**src/rtl/irq_stat_pkg.sv**
```systemverilog
`timescale 1ns/1ps
package irq_stat_pkg;
  localparam int ADDR_W = 2;

  typedef enum logic [ADDR_W-1:0] {
    SEL_RAW = 2'd0,
    SEL_MSK = 2'd1,
    SEL_ENS = 2'd2,
    SEL_ENC = 2'd3
  } reg_sel_e;

  localparam int BIT_EOF1  = 9;
  localparam int BIT_EOF0  = 8;
  localparam int BIT_PAL   = 6;
  localparam int BIT_UFLOW = 5;
  localparam int BIT_ACB   = 3;
  localparam int BIT_SYNC  = 2;
  localparam int BIT_RAST  = 1;
  localparam int BIT_FRAME = 0;
  localparam int MIN_W     = BIT_EOF1 + 1;

  localparam logic [63:0] IMPL_MASK64 =
      (64'd1 << BIT_EOF1) | (64'd1 << BIT_EOF0) | (64'd1 << BIT_PAL) |
      (64'd1 << BIT_UFLOW) | (64'd1 << BIT_ACB) | (64'd1 << BIT_SYNC) |
      (64'd1 << BIT_RAST) | (64'd1 << BIT_FRAME);
endpackage

```
**src/rtl/irq_rst_sync.sv**
```systemverilog
`timescale 1ns/1ps
module irq_rst_sync #(
  parameter int STAGES = 2
) (
  input  logic clk,
  input  logic rst_n,
  output logic rst_n_s
);
  logic [STAGES-1:0] sync_q;
  logic [STAGES-1:0] sync_d;

  always_comb begin
    sync_d = {sync_q[STAGES-2:0], 1'b1};
  end

  always_ff @(posedge clk or negedge rst_n) begin
    if (!rst_n) sync_q <= '0;
    else        sync_q <= sync_d;
  end

  assign rst_n_s = sync_q[STAGES-1];
endmodule

```
**src/rtl/irq_evt_map.sv**
```systemverilog
`timescale 1ns/1ps
module irq_evt_map
  import irq_stat_pkg::*;
#(
  parameter int DATA_W = 16
) (
  input  logic              ev_eof1,
  input  logic              ev_eof0,
  input  logic              ev_pal,
  input  logic              ev_uflow,
  input  logic              ev_acb,
  input  logic              ev_sync_lost,
  input  logic              ev_rast_done,
  input  logic              ev_rast_frame,
  input  logic              ev_par_frame,
  input  logic              par_mode,
  output logic [DATA_W-1:0] hw_vec
);
  logic frame_src;

  always_comb begin
    frame_src = par_mode ? ev_par_frame : ev_rast_frame;
    hw_vec            = '0;
    hw_vec[BIT_EOF1]  = ev_eof1;
    hw_vec[BIT_EOF0]  = ev_eof0;
    hw_vec[BIT_PAL]   = ev_pal;
    hw_vec[BIT_UFLOW] = ev_uflow;
    hw_vec[BIT_ACB]   = ev_acb;
    hw_vec[BIT_SYNC]  = ev_sync_lost;
    hw_vec[BIT_RAST]  = ev_rast_done;
    hw_vec[BIT_FRAME] = frame_src;
  end
endmodule

```
**src/rtl/irq_reg_if.sv**
```systemverilog
`timescale 1ns/1ps
module irq_reg_if
  import irq_stat_pkg::*;
#(
  parameter int DATA_W = 16
) (
  input  logic              bus_wr,
  input  logic [ADDR_W-1:0] bus_addr,
  input  logic [DATA_W-1:0] bus_wdata,
  input  logic [DATA_W-1:0] st_q,
  input  logic [DATA_W-1:0] en_q,
  output logic [DATA_W-1:0] sw_set,
  output logic [DATA_W-1:0] st_clr,
  output logic [DATA_W-1:0] en_set,
  output logic [DATA_W-1:0] en_clr,
  output logic [DATA_W-1:0] bus_rdata
);
  localparam logic [DATA_W-1:0] IMPL = IMPL_MASK64[DATA_W-1:0];

  reg_sel_e          sel;
  logic [DATA_W-1:0] wmask;

  always_comb begin
    sel   = reg_sel_e'(bus_addr);
    wmask = bus_wdata & IMPL;
    sw_set = (bus_wr && sel == SEL_RAW) ? wmask : '0;
    st_clr = (bus_wr && sel == SEL_MSK) ? wmask : '0;
    en_set = (bus_wr && sel == SEL_ENS) ? wmask : '0;
    en_clr = (bus_wr && sel == SEL_ENC) ? wmask : '0;
  end

  always_comb begin
    unique case (sel)
      SEL_RAW: bus_rdata = st_q;
      SEL_MSK: bus_rdata = st_q & en_q;
      default: bus_rdata = en_q;
    endcase
  end
endmodule

```
**src/rtl/irq_bit_cell.sv**
```systemverilog
`timescale 1ns/1ps
module irq_bit_cell (
  input  logic clk,
  input  logic rst_n,
  input  logic hw_set,
  input  logic sw_set,
  input  logic st_clr,
  input  logic en_set,
  input  logic en_clr,
  output logic st_q,
  output logic en_q,
  output logic pend_nxt
);
  logic st_d, en_d, st_ce, en_ce;

  always_comb begin
    st_ce    = hw_set | sw_set | st_clr;
    st_d     = hw_set | sw_set | (st_q & ~st_clr);
    en_ce    = en_set | en_clr;
    en_d     = en_set | (en_q & ~en_clr);
    pend_nxt = (st_ce ? st_d : st_q) & (en_ce ? en_d : en_q);
  end

  always_ff @(posedge clk or negedge rst_n) begin
    if (!rst_n)     st_q <= 1'b0;
    else if (st_ce) st_q <= st_d;
  end

  always_ff @(posedge clk or negedge rst_n) begin
    if (!rst_n)     en_q <= 1'b0;
    else if (en_ce) en_q <= en_d;
  end
endmodule

```
**src/rtl/irq_status_ctrl.sv**
```systemverilog
`timescale 1ns/1ps
module irq_status_ctrl
  import irq_stat_pkg::*;
#(
  parameter int DATA_W    = 16,
  parameter int SYNC_STGS = 2
) (
  input  logic              clk,
  input  logic              rst_n,
  input  logic              ev_eof1,
  input  logic              ev_eof0,
  input  logic              ev_pal,
  input  logic              ev_uflow,
  input  logic              ev_acb,
  input  logic              ev_sync_lost,
  input  logic              ev_rast_done,
  input  logic              ev_rast_frame,
  input  logic              ev_par_frame,
  input  logic              par_mode,
  input  logic              bus_wr,
  input  logic [1:0]        bus_addr,
  input  logic [DATA_W-1:0] bus_wdata,
  output logic [DATA_W-1:0] bus_rdata,
  output logic              irq
);
  logic              rst_n_s;
  logic [DATA_W-1:0] hw_vec, sw_set, st_clr, en_set, en_clr;
  logic [DATA_W-1:0] st_q, en_q, pend_nxt;
  logic              irq_d, irq_q;

  irq_rst_sync #(.STAGES(SYNC_STGS)) u_rst_sync (
    .clk     (clk),
    .rst_n   (rst_n),
    .rst_n_s (rst_n_s)
  );

  irq_evt_map #(.DATA_W(DATA_W)) u_evt_map (
    .ev_eof1       (ev_eof1),
    .ev_eof0       (ev_eof0),
    .ev_pal        (ev_pal),
    .ev_uflow      (ev_uflow),
    .ev_acb        (ev_acb),
    .ev_sync_lost  (ev_sync_lost),
    .ev_rast_done  (ev_rast_done),
    .ev_rast_frame (ev_rast_frame),
    .ev_par_frame  (ev_par_frame),
    .par_mode      (par_mode),
    .hw_vec        (hw_vec)
  );

  irq_reg_if #(.DATA_W(DATA_W)) u_reg_if (
    .bus_wr    (bus_wr),
    .bus_addr  (bus_addr),
    .bus_wdata (bus_wdata),
    .st_q      (st_q),
    .en_q      (en_q),
    .sw_set    (sw_set),
    .st_clr    (st_clr),
    .en_set    (en_set),
    .en_clr    (en_clr),
    .bus_rdata (bus_rdata)
  );

  for (genvar b = 0; b < DATA_W; b++) begin : g_cell
    irq_bit_cell u_cell (
      .clk      (clk),
      .rst_n    (rst_n_s),
      .hw_set   (hw_vec[b]),
      .sw_set   (sw_set[b]),
      .st_clr   (st_clr[b]),
      .en_set   (en_set[b]),
      .en_clr   (en_clr[b]),
      .st_q     (st_q[b]),
      .en_q     (en_q[b]),
      .pend_nxt (pend_nxt[b])
    );
  end

  always_comb begin
    irq_d = |pend_nxt;
  end

  always_ff @(posedge clk or negedge rst_n_s) begin
    if (!rst_n_s) irq_q <= 1'b0;
    else          irq_q <= irq_d;
  end

  assign irq = irq_q;
endmodule

```
**config.mk**
```make
export PLATFORM = sky130hd
export DESIGN_NAME = irq_status_ctrl
export DESIGN_NICKNAME = d
export VERILOG_FILES = /design/src/rtl/irq_stat_pkg.sv /design/src/rtl/irq_rst_sync.sv /design/src/rtl/irq_evt_map.sv /design/src/rtl/irq_reg_if.sv /design/src/rtl/irq_bit_cell.sv /design/src/rtl/irq_status_ctrl.sv
export SDC_FILE = /design/constraint.sdc
export NUM_CORES = 1
export LEC_CHECK = 0
export ABC_AREA = 1
export BUFFER_PORTS_ARGS = -buffer_cell sky130_fd_sc_hd__buf_2
export CORE_MARGIN = 5
export CORE_UTILIZATION = 34
export DETAILED_ROUTE_END_ITERATION = 7
export PLACE_DENSITY = 0.66
export SETUP_SLACK_MARGIN = 0.02
export SLEW_MARGIN = 0
export SYNTH_ARGS = -nofsm -noshare
export SYNTH_HDL_FRONTEND = slang
export SYNTH_SLANG_ARGS = --single-unit
```
**constraint.sdc**
```tcl
create_clock -name clk -period 1.25 [get_ports clk]
set_clock_uncertainty 0.15 [all_clocks]
set_input_delay 0.1875 -clock clk [delete_from_list [all_inputs] [get_ports clk]]
set_output_delay 0.1875 -clock clk [all_outputs]
set_load 0.005 [all_outputs]
```
==> impl_metrics.py <==
metrics = {
    "logic_synthesis": {
        "yosys.area.top_type": "dfrtp_1",
        "seq_area_frac_synth_pct": 41.9,
        "synth_edf_count": 0,
        "synthTopCellsByArea": "dfrtp_1 42%, nand2_1 15%, inv_1 9.6%, nor2_1 7.3%, buf_4 5.3%",
        "yosysMostFrequentCell": "nand2_1",
        "yosys.area.top_type_share_pct": 41.9,
        "async_flop_share_pct": 100,
        "synth_area_um2": 1130,
        "avgSynthCellArea_um2": 6.96,
        "ys_ff_latch": 19,
        "ys_warn_count": 0,
        "synth_cells": 163,
        "ys_top_cells_by_count": "46 x nand2_1, 29 x inv_1, 22 x nor2_1, 19 x dfrtp_1, 11 x nand3_1",
        "ys_types": 17,
        "synth_flop_cell": "dfrtp_1",
    },
    "floorplan": {
        "die_x_um": 67.8,
        "core_um2": 3280,
        "die_area_um2": 4590,
        "placementRows": 21,
        "ios": 48,
        "initial_core_util_pct": 34.6,
        "fp.dieH_um": 67.8,
    },
    "setup_path": {
        "worstSetupPathType": "reg -> out",
        "cp_max_fo": 2,
        "cp_cell_sequence": "nor2_1 -> a21oi_1 -> buf_2",
        "start_kind": "flip-flop",
        "crit_family": "flip-flops",
        "crit_required_ns": 0.91,
        "critPathArrivalTime_ns": 0.99,
        "cp_slowest_cell": "dfrtp_1",
        "reg2reg_setup_slack_ns": 0.09,
        "crit_buf_inv": 1,
        "cp_slowest_stage_delay_ns": 0.38,
        "endpoint_kind": "output port",
    },
    "cells_and_area": {
        "area_delta_synth_final_pct": 32.1,
        "design_area_um2": 1500,
        "diodes": 0,
        "drive_gt1_share_pct": 31.6,
        "nets": 244,
        "fillers": 339,
    },
    "clock_tree": {
        "cts_root_buffer": "clkbuf_4",
        "cts_tree": "done",
        "cts_made_buffers": 3,
        "clkTransAtPathRegs_ns": 0.11,
        "htreeDepth": 1,
        "clk_latency_ns": 0.29,
        "cts_sinks": 19,
        "clockBufferDepth": 2,
    },
    "sta": {
        "setup_viol": 8,
        "rsz0062_at_grt": "yes",
        "hold_violations": 0,
        "maxSlewViolCount": 0,
        "setup_slack_ns": -0.0778,
        "min_period_ns": 1.33,
        "post-route-period-util_pct": 106,
        "clock.fmax_ghz": 0.753,
    },
    "power_and_ir_drop": {
        "leakage_uw": 0.000845,
        "peakVddDrop_v": 0.000308,
        "power.density_nw_per_um2": 912,
    },
    "drt": {
        "drc": 0,
        "drt-initial-drc-count": 32,
        "dr.pass1.iters": 4,
        "vias": 1078,
        "avgRoutedWirePerCell_um": 10.6,
        "via_per_inst": 4.18,
        "ant_nets": 0,
        "drt_wl_total_um": 2730,
    },
    "grt": {
        "grt_usage_pct": 12.7,
        "grt_pass1_vias": 943,
        "antenna_found_initial": 0,
        "grt_pass1_wl_um": 4240,
        "grt_max_degree": 18,
        "grt-ovfl-total": 0,
    },
    "run": {
        "drv_cap": 0,
    },
    "placed_design": {
        "dpl.hpwl_um": 1990,
        "io_buffers": 31,
        "gp_congestion": 0.741,
        "placed_cell_area_um2": 1350,
        "pre_cts_ws_ns": -0.132,
    },
    "status": {
        "violations": "setup timing",
        "status": "complete, but fails checks",
    },
    "min_path": {
        "hold_class": "in -> reg",
    },
}
-- tightest hold or removal path: cells and delay by family --
kind | cells | cell delay [ns]
buffers and inverters | 3 | 0.14
and+or+nand+nor | 2 | 0.10
-- registers in the layout (all words and copies together), names as in the netlist --
name / cells
g_cell.u_cell.en_q: 8
u_rst_sync.sync_q: 2
g_cell.u_cell.st_q: 8
irq: 1
-- area by class of cell --
cell class / count / area (µm²) / share of cell area (%)
clock buffers: 4 / 26.3 / 1.75
inverters: 30 / 114 / 7.60
repair buffers: 49 / 313 / 20.9
well taps: 46 / 57.6 / 3.84
flip-flops and latches: 19 / 475 / 31.7
multi-input cells: 110 / 513 / 34.2
-- per-stage QoR --
stage          TNS [ns]  util [%]  power [µW]  cells  hold slack [ns]
6_report         -0.328      45.6        1370    258          0.00992
5_1_grt          -0.985      45.6        1480    258           0.0125
4_1_cts          -0.423      43.7        1370    256          0.00224
3_5_place_dp     -0.285      41.2        1040    246           -0.174
3_3_place_gp     -0.199      41.2        1030    246           -0.176
2_1_floorplan         0         -         913    170           -0.258
-- path summary, 6_finish.rpt --
path	startpoint	cells past startpoint	endpoint
worst min register to register	u_rst_sync.sync_q[1]	1	g_cell[0].u_cell.st_q
worst max-delay path	g_cell[3].u_cell.st_q	3	bus_rdata[3]
worst min-delay path	ev_eof0	5	g_cell[8].u_cell.st_q
worst max register to register	g_cell[1].u_cell.st_q	7	irq
max in group asynchronous	u_rst_sync.sync_q[1]	1	g_cell[9].u_cell.en_q
min in group asynchronous	rst_n	2	u_rst_sync.sync_q[0]
-- power breakdown --
| part | switching, µW | internal [µW] | total [µW] |
|---|---|---|---|
| registers | 21.0 | 667 | 688 |
| logic | 205 | 164 | 369 |
| clock network | 185 | 124 | 310 |
-- placed cells by master (no fill, tap or decap) --
cell	n
nand3_2	4
nor2_1	18
nor2_2	4
nand3_1	8
dlymetal6s4s_1	1
conb_1	9
inv_1	27
dlygate4sd3_1	4
clkinv_2	1
inv_2	2
a21oi_1	8
clkbuf_4	3
buf_6	2
nor2_4	1
o21ai_0	3
clkbuf_1	1
dfrtp_1	19
buf_2	31
o21ai_1	3
nand2_1	44
nand3b_2	1
nand2_2	5
a21oi_2	2
buf_4	11
-- cell families after synthesis --
family          after synthesis  share of synthesized area [%]
other cells                   2                          0.662
flops                        19                           41.9
buf+inv                      41                           18.5
simple gates                 85                           31.9
compound gates               16                           7.06
-- metal layers --
layer / GRT usage (%) / vias up / wire length (µm)
met5: 0 / - / 0
met4: 5.21 / 0 / 19
met3: 3.49 / 2 / 123
met2: 20.7 / 23 / 1330
met1: 15.8 / 484 / 1260
li1: - / 569 / -
-- repair_timing --
action,CTS,global route
endpoints found under the setup margin,8,9
hold endpoints to repair,6,0
resized for setup,0,16
hold buffers,5,0
pin swaps,10,9
setup buffers,1,2
Power figures use the tool's default switching activity.
